**src/rtl/sqtone_pkg.sv**
```systemverilog
package sqtone_pkg;
  localparam int unsigned DEF_PERIOD_W = 24;
  localparam int unsigned DEF_PWM_W    = 2;

  typedef enum logic {
    TONE_LOW  = 1'b0,
    TONE_HIGH = 1'b1
  } tone_lvl_e;
endpackage

```
**src/rtl/sqtone_toggle_ctr.sv**
```systemverilog
module sqtone_toggle_ctr
  import sqtone_pkg::*;
#(
  parameter int unsigned PERIOD_W = DEF_PERIOD_W
) (
  input  logic                clk,
  input  logic                rst_n,
  input  logic [PERIOD_W-1:0] limit_i,
  output logic [PERIOD_W-1:0] count_o,
  output logic                tone_o
);
  localparam logic [PERIOD_W-1:0] ONE = PERIOD_W'(1);

  logic [PERIOD_W-1:0] cnt_q, cnt_d;
  tone_lvl_e           tone_q, tone_d;
  logic                muted;
  logic                at_limit;
  logic [PERIOD_W-1:0] last_idx;

  assign muted    = (limit_i == '0);
  assign last_idx = limit_i - ONE;
  assign at_limit = (cnt_q >= last_idx);

  always_comb begin
    cnt_d  = cnt_q;
    tone_d = tone_q;
    if (muted) begin
      cnt_d  = '0;
      tone_d = TONE_LOW;
    end else if (at_limit) begin
      cnt_d  = '0;
      tone_d = (tone_q == TONE_HIGH) ? TONE_LOW : TONE_HIGH;
    end else begin
      cnt_d  = cnt_q + ONE;
    end
  end

  always_ff @(posedge clk or negedge rst_n) begin
    if (!rst_n) begin
      cnt_q  <= '0;
      tone_q <= TONE_LOW;
    end else begin
      cnt_q  <= cnt_d;
      tone_q <= tone_d;
    end
  end

  assign count_o = cnt_q;
  assign tone_o  = (tone_q == TONE_HIGH);
endmodule

```
**src/rtl/sqtone_pwm_carrier.sv**
```systemverilog
module sqtone_pwm_carrier
  import sqtone_pkg::*;
#(
  parameter int unsigned PWM_W = DEF_PWM_W
) (
  input  logic             clk,
  input  logic             rst_n,
  input  logic             loud_i,
  output logic [PWM_W-1:0] phase_o,
  output logic             level_o
);
  localparam int unsigned STEPS   = 1 << PWM_W;
  localparam int unsigned LOUD_HI = STEPS / 2;
  localparam int unsigned SOFT_HI = STEPS / 4;
  localparam logic [PWM_W:0] LOUD_LIM = (PWM_W+1)'(LOUD_HI);
  localparam logic [PWM_W:0] SOFT_LIM = (PWM_W+1)'(SOFT_HI);

  logic [PWM_W-1:0] phase_q, phase_d;
  logic [PWM_W:0]   phase_x;

  always_comb begin
    phase_d = phase_q + PWM_W'(1);
  end

  always_ff @(posedge clk or negedge rst_n) begin
    if (!rst_n) phase_q <= '0;
    else        phase_q <= phase_d;
  end

  assign phase_x = {1'b0, phase_q};
  assign level_o = loud_i ? (phase_x < LOUD_LIM) : (phase_x < SOFT_LIM);
  assign phase_o = phase_q;
endmodule

```
**src/rtl/sqtone_out_stage.sv**
```systemverilog
module sqtone_out_stage (
  input  logic clk,
  input  logic rst_n,
  input  logic en_i,
  input  logic tone_i,
  input  logic carrier_i,
  output logic out_o
);
  logic out_q, out_d;

  always_comb begin
    out_d = en_i & tone_i & carrier_i;
  end

  always_ff @(posedge clk or negedge rst_n) begin
    if (!rst_n) out_q <= 1'b0;
    else        out_q <= out_d;
  end

  assign out_o = out_q;
endmodule

```
**src/rtl/sqtone_gen.sv**
```systemverilog
module sqtone_gen
  import sqtone_pkg::*;
#(
  parameter int unsigned PERIOD_W = DEF_PERIOD_W,
  parameter int unsigned PWM_W    = DEF_PWM_W
) (
  input  logic                clk,
  input  logic                rst_n,
  input  logic                tone_en,
  input  logic [PERIOD_W-1:0] half_period,
  input  logic                vol_hi,
  output logic                audio_out
);
  logic [PERIOD_W-1:0] cnt_q;
  logic                tone_q;
  logic [PWM_W-1:0]    phase_q;
  logic                carrier;

  sqtone_toggle_ctr #(.PERIOD_W(PERIOD_W)) u_toggle (
    .clk     (clk),
    .rst_n   (rst_n),
    .limit_i (half_period),
    .count_o (cnt_q),
    .tone_o  (tone_q)
  );

  sqtone_pwm_carrier #(.PWM_W(PWM_W)) u_carrier (
    .clk     (clk),
    .rst_n   (rst_n),
    .loud_i  (vol_hi),
    .phase_o (phase_q),
    .level_o (carrier)
  );

  sqtone_out_stage u_out (
    .clk       (clk),
    .rst_n     (rst_n),
    .en_i      (tone_en),
    .tone_i    (tone_q),
    .carrier_i (carrier),
    .out_o     (audio_out)
  );
endmodule

```
**config.mk**
```make
export PLATFORM = sky130hd
export DESIGN_NAME = sqtone_gen
export DESIGN_NICKNAME = d
export VERILOG_FILES = /design/src/rtl/sqtone_pkg.sv /design/src/rtl/sqtone_toggle_ctr.sv /design/src/rtl/sqtone_pwm_carrier.sv /design/src/rtl/sqtone_out_stage.sv /design/src/rtl/sqtone_gen.sv
export SDC_FILE = /design/constraint.sdc
export NUM_CORES = 1
export LEC_CHECK = 0
export ABC_AREA = 0
export BUFFER_PORTS_ARGS = -buffer_cell sky130_fd_sc_hd__buf_2
export CAP_MARGIN = 20
export CELL_PAD_IN_SITES_DETAIL_PLACEMENT = 0
export CELL_PAD_IN_SITES_GLOBAL_PLACEMENT = 1
export CORE_MARGIN = 4
export CORE_UTILIZATION = 42
export CTS_BUF_LIST = sky130_fd_sc_hd__clkbuf_4
export CTS_CLUSTER_SIZE = 16
export DETAILED_ROUTE_END_ITERATION = 10
export HOLD_SLACK_MARGIN = 0.12
export MAX_ROUTING_LAYER = met4
export PLACE_DENSITY = 0.81
export SLEW_MARGIN = 20
export SYNTH_ARGS = -nofsm -noshare
export SYNTH_HDL_FRONTEND = slang
export SYNTH_SLANG_ARGS = --single-unit
export TNS_END_PERCENT = 1
```
**constraint.sdc**
```tcl
create_clock -name clk -period 2.9 [get_ports clk]
set_input_delay 0.145 -clock clk [delete_from_list [all_inputs] [get_ports clk]]
set_output_delay 0.145 -clock clk [all_outputs]
set_load 0.01 [all_outputs]
```
* After elaboration in Yosys (flattened, before gate mapping) *
Index checks and enable logic that the tools add are counted.

storage, ports and cells
  flip-flop bits (word level) = 28
  bits of input ports = 28
  logic and storage cells = 20
  output and inout port bits = 1

cells by class
  multiplexer cells = 6
  bitwise operators = 2
  add/subtract/negate cells = 3
  $lt $le $gt $ge = 3
  reduce and logical (&&, ||, !) cells = 2

operators with widths
  operator                                                    count
  two-way mux 24 bit                                          2
  adder 24 x 1 -> 24 bit, second input constant               1
  greater-or-equal comparator 24 bit                          1
  zero test 24 bit                                            1
  subtractor 24 x 1 -> 24 bit, second input constant          1
  two-way mux 1 bit                                           4
  adder 2 x 1 -> 2 bit, second input constant                 1
  bitwise AND 1 bit                                           2
  less-than comparator 2 x 1 -> 1 bit, second input constant  1
  less-than comparator 2 bit, second input constant           1
  nonzero test 2 bit                                          1

* Depth between registers and ports, before layout *
  depth after elaboration = 4
  mapped depth = 14
  gate-level depth less buffers = 13

* Hierarchy *
Synthesis repeated with hierarchy kept, for this count alone.

unflattened totals
  cell total of the unflattened synthesis = 252
  area, all modules = 2268.4 um^2

modules (own cells, without submodules)
  module              instances  sequential area each (um^2)  cells an instance  area an instance (um^2)
  sqtone_toggle_ctr   1          625.6                        244                2152.1
  sqtone_pwm_carrier  1          50.0                         6                  85.1
  sqtone_out_stage    1          25.0                         2                  31.3

* Least setup slack after synthesis *
No wires, ideal clock.

  path type = input to register
  from = input half_period[9]
  to = register u_toggle.cnt_q[1] (netlist: u_toggle.count_o[1])
  required time = 2780 ps
  buffers on the path = 0
  setup slack = -52 ps
  data arrival time = 2832 ps
  library setup time = 120 ps
  stages on the path = 13
  cells stage by stage = nor4_1 > nand3_1 > nor3_1 > nand3_1 > nor4_1 > xnor2_1 > ha_1 > nand4_1 > nor3_1 > nand3_1 > a31o_2 > and2_1 > and3_1

on the way
  cells in the longest elaborated chain, start to end = 4
  elaborated cells between the ends (all ways) = 5
  those cells by class = add/sub: 1; order compare: 1; mux: 2; reduce/logical: 1

ends and longest elaborated chain
  element                             line                     text
  start: declaration                  sqtone_gen.sv:10         input logic [PERIOD_W-1:0] half_period,
  subtractor 24 x 1 -> 24 bit         sqtone_toggle_ctr.sv:21  assign last_idx = limit_i - ONE;
  greater-or-equal comparator 24 bit  sqtone_toggle_ctr.sv:22  assign at_limit = (cnt_q >= last_idx);
  two-way mux 24 bit                  sqtone_toggle_ctr.sv:30  end else if (at_limit) begin
  two-way mux 24 bit (*)              sqtone_toggle_ctr.sv:27  if (muted) begin
  named net u_toggle.cnt_d[1]         sqtone_toggle_ctr.sv:14  logic [PERIOD_W-1:0] cnt_q, cnt_d;
  end signal: assignment              sqtone_toggle_ctr.sv:43  cnt_q <= cnt_d;
  end: declaration                    sqtone_toggle_ctr.sv:14

The timed path passes the listed nets; every way through them passes the cells marked *.
A chain may end at the register's enable or synchronous reset.

* Worst setup path in the final report *
  from = input half_period[9]
  to = register u_toggle.cnt_q[21] (netlist: u_toggle.count_o[21])

The elaborated chain is that of the path after synthesis.

==> flow_summary.yaml <==
layout:
  finalCoreUtilization_pct: 50.6
  fill_cells: 505
  multi_input_area_sq_um: 1470
  drive_above_1_share_pct: 17.3
  finalNonFillerCells: 364
  seq_area_sq_um: 701
  area_delta_synth_final_pct: 17.1
  num_antenna_cells: 0
  num-nets-final: 351
clock_network:
  cts_root_buf: "clkbuf_4"
  cts_tree: "yes"
  cts_max_level: 1
  numClockSinks: 28
  clk_pin_slew_ps: 160
  post_cts.repair.setup_buffers: 0
  clk_latency_ps: 340
  numCtsBuffers: 3
  cts_max_path_buffers: 2
floorplanning:
  coreArea_sq_um: 5110
  num_io_pins: 29
  die_w_um: 80.5
  fp.dieArea_sq_um: 6480
  start_util_pct: 43.2
  die_y_um: 80.5
  rows: 26
place:
  place_hpwl_mm: 3.92
  dp_slack_ps: -223
  numPortBuffers: 28
  placedCellCount: 357
  routabilityCongestion: 0.791
worst_setup_path:
  rr_startpoint: "u_toggle.count_o[1]$_DFF_PN0_"
  crit_arrival_ps: 2910
  crit_path_end_kind: "flop"
  r2r_cells: 8
  timing.rr.end: "u_toggle.count_o[21]$_DFF_PN0_"
  slowest_delay_ps: 300
  crit_fanout: 22
  worstPathRequired_ps: 3160
  critical_path.slowest_cell: "nor4_2"
  critPathKind: "input pin to flop"
  crit_chain: "buf_2 -> nor4_2 -> nand3_1 -> nor3_2 -> nand3_1 -> nor4_2 -> xnor2_1 -> ha_1 -> a21oi_1 -> nand2_1 -> a221oi_1 -> o21a_1 -> nand3_2 -> buf_12 -> nor2_1"
  r2r_setup_slack_ps: 650
  start_kind: "input pin"
synth:
  synth-seq-cells: 28
  synth_top_cell_by_area: "dfrtp_1"
  synth.cell_area_sq_um: 2210
  synthTopCellsByArea: "dfrtp_1, ha_1, xnor2_1"
  syn_area_per_cell_sq_um: 8.82
  yosysSeqAreaShare_pct: 31.8
  synth_top_area_share_pct: 31.8
  synth_nets: 306
  netlist_instances: 250
  yosysWarnings: 0
  synth_cell_types: 33
drt:
  drt_iter0_markers: 37
  num_vias: 1852
  route.detailed.drc: 0
  wl_per_cell_um: 13.2
  drt.antenna.violating_nets: 0
  firstDrtPassIters: 4
  routed_wl_mm: 4.82
  vias_per_cell: 5.09
power:
  power.leakage_uw: 0.00119
  peakVddDrop_uv: 338
  power_density_nw_per_um2: 459
sta:
  setup_viol: 0
  hold_viol: 0
  tns_ps: 0
  skew_ps: 14.9
  post-route-period-util_pct: 91.3
  post-route-min-period_ps: 2650
  rsz0062_at_grt: "no"
  slew_violations: 0
  whs_ps: 284
  worst_pin_slew_ps: 636
  slew_headroom_pct: 57.6
  fmax_mhz: 378
  setup_slack_ps: 251
global_routing:
  grt_pass1_wl_mm: 8.47
  antenna_found_initial: 0
  grt_max_degree: 29
  grt_usage_pct: 17.0
  grt_overflow: 0
  grt_pass1_vias: 1880
hold_path:
  hp-class: "input pin to flop"
  min_from: "half_period[23]"
  min_to: "u_toggle.count_o[1]$_DFF_PN0_"
  hold-path-cell-count: 3
outcome:
  status: "complete, no violations"
job:
  drv_cap: 0
==> worst max-delay path: cells and delay by family <==
kind	cells	cell delay [ps]
XOR/XNOR	1	170
AND/OR/NAND/NOR	8	1390
AO/OA/AOI/OAI	3	620
adder cells (fa/ha/maj)	1	290
buffers and inverters	2	290
==> per-layer routing <==
metal	share of wire (%)	track usage, %
met1	46	21.1
met5	0	-
met3	2.8	2.35
met4	0.79	3.55
met2	50	29.5
==> Yosys cell counts <==
cell	n
nor4_1	5
or2b_1	1
o21a_1	1
a31oi_1	1
and2_1	1
ha_1	28
nor4_2	1
xnor2_1	26
nor3_1	8
a221oi_1	1
a31o_2	1
inv_1	6
a211oi_1	3
nand4b_1	1
buf_6	2
nor2_1	44
a21oi_1	7
or3_1	2
nand4_1	7
nand2_1	18
o311ai_0	1
nand3_1	19
xor2_1	17
clkbuf_1	1
o21ai_0	3
and3_1	9
nor3b_1	1
nand3b_1	1
nand3_2	1
dfrtp_1	28
o211a_1	1
or4_4	2
nor2b_1	2
==> layout make-up <==
type                            count  area share (%)
Multi-Input combinational cell    213            57.0
Sequential cell                    28            27.1
Timing Repair Buffer               43            10.6
Tap cell                           70            3.39
Clock buffer                        3           0.872
Inverter                            6           0.872
Clock inverter                      1           0.145
==> power by group <==
group	switching [uW]	total [uW]	internal, uW
Combinational	214	425	211
Sequential	111	591	479
Clock	120	171	50.6
==> worst max-delay path by stage <==
| stage | startpoint | end |
|---|---|---|
| 6_report | half_period[9] | u_toggle.count_o[21]$_DFF_PN0_ |
| 5_1_grt | half_period[9] | u_toggle.count_o[21]$_DFF_PN0_ |
| 4_1_cts | half_period[9] | u_toggle.count_o[21]$_DFF_PN0_ |
| 3_5_place_dp | half_period[9] | u_toggle.count_o[21]$_DFF_PN0_ |
| 3_3_place_gp | half_period[9] | u_toggle.count_o[2]$_DFF_PN0_ |
| 2_1_floorplan | half_period[9] | u_toggle.count_o[1]$_DFF_PN0_ |
==> logic make-up (layout without fill, tap and decap cells) <==
group / after synthesis / after routing / share of synthesized area (%)
flip-flops: 28 / 28 / 31.8
AND/OR/NAND/NOR: 123 / 123 / 27.5
buffers and inverters: 9 / 53 / 2.21
AO/OA/AOI/OAI: 19 / 19 / 5.56
XOR/XNOR: 43 / 43 / 17.1
adder cells (fa/ha/maj): 28 / 28 / 15.9
==> placed cells by master, fill, tap and decap left out, types with 2 or more instances in the layout <==
cell type,instances
nor4_1,3
nor4_2,3
nor2_1,44
nor3_1,7
nand3_1,19
or4_4,2
inv_1,6
a211oi_1,3
nor2b_1,2
xnor2_1,26
and3_1,9
nand2_1,18
clkbuf_4,3
buf_2,28
ha_1,28
dlygate4sd3_1,3
or3_1,2
o21ai_0,3
xor2_1,17
nand4_1,7
a21oi_1,7
dfrtp_1,28
buf_4,11
==> flip-flops by register name, summed over array words and instances, names as in the netlist <==
signal	cells
u_carrier.phase_o	2
u_toggle.tone_o	1
u_toggle.count_o	24
u_out.out_o	1
==> stage by stage <==
stage          cell area [sq um]  total power, uW
4_1_cts                     2570             1200
3_5_place_dp                2520             1020
3_3_place_gp                2520             1010
2_1_floorplan               2210              874
5_1_grt                     2580             1300
6_report                    2580             1190
==> timing repair <==
| action | in CTS | in global routing |
|---|---|---|
| setup endpoints to repair | 0 | 24 |
| resized for setup | 0 | 2 |
| hold buffers | 3 | 0 |
| hold endpoints to repair | 29 | 0 |
(Power assumes the default switching activity.)
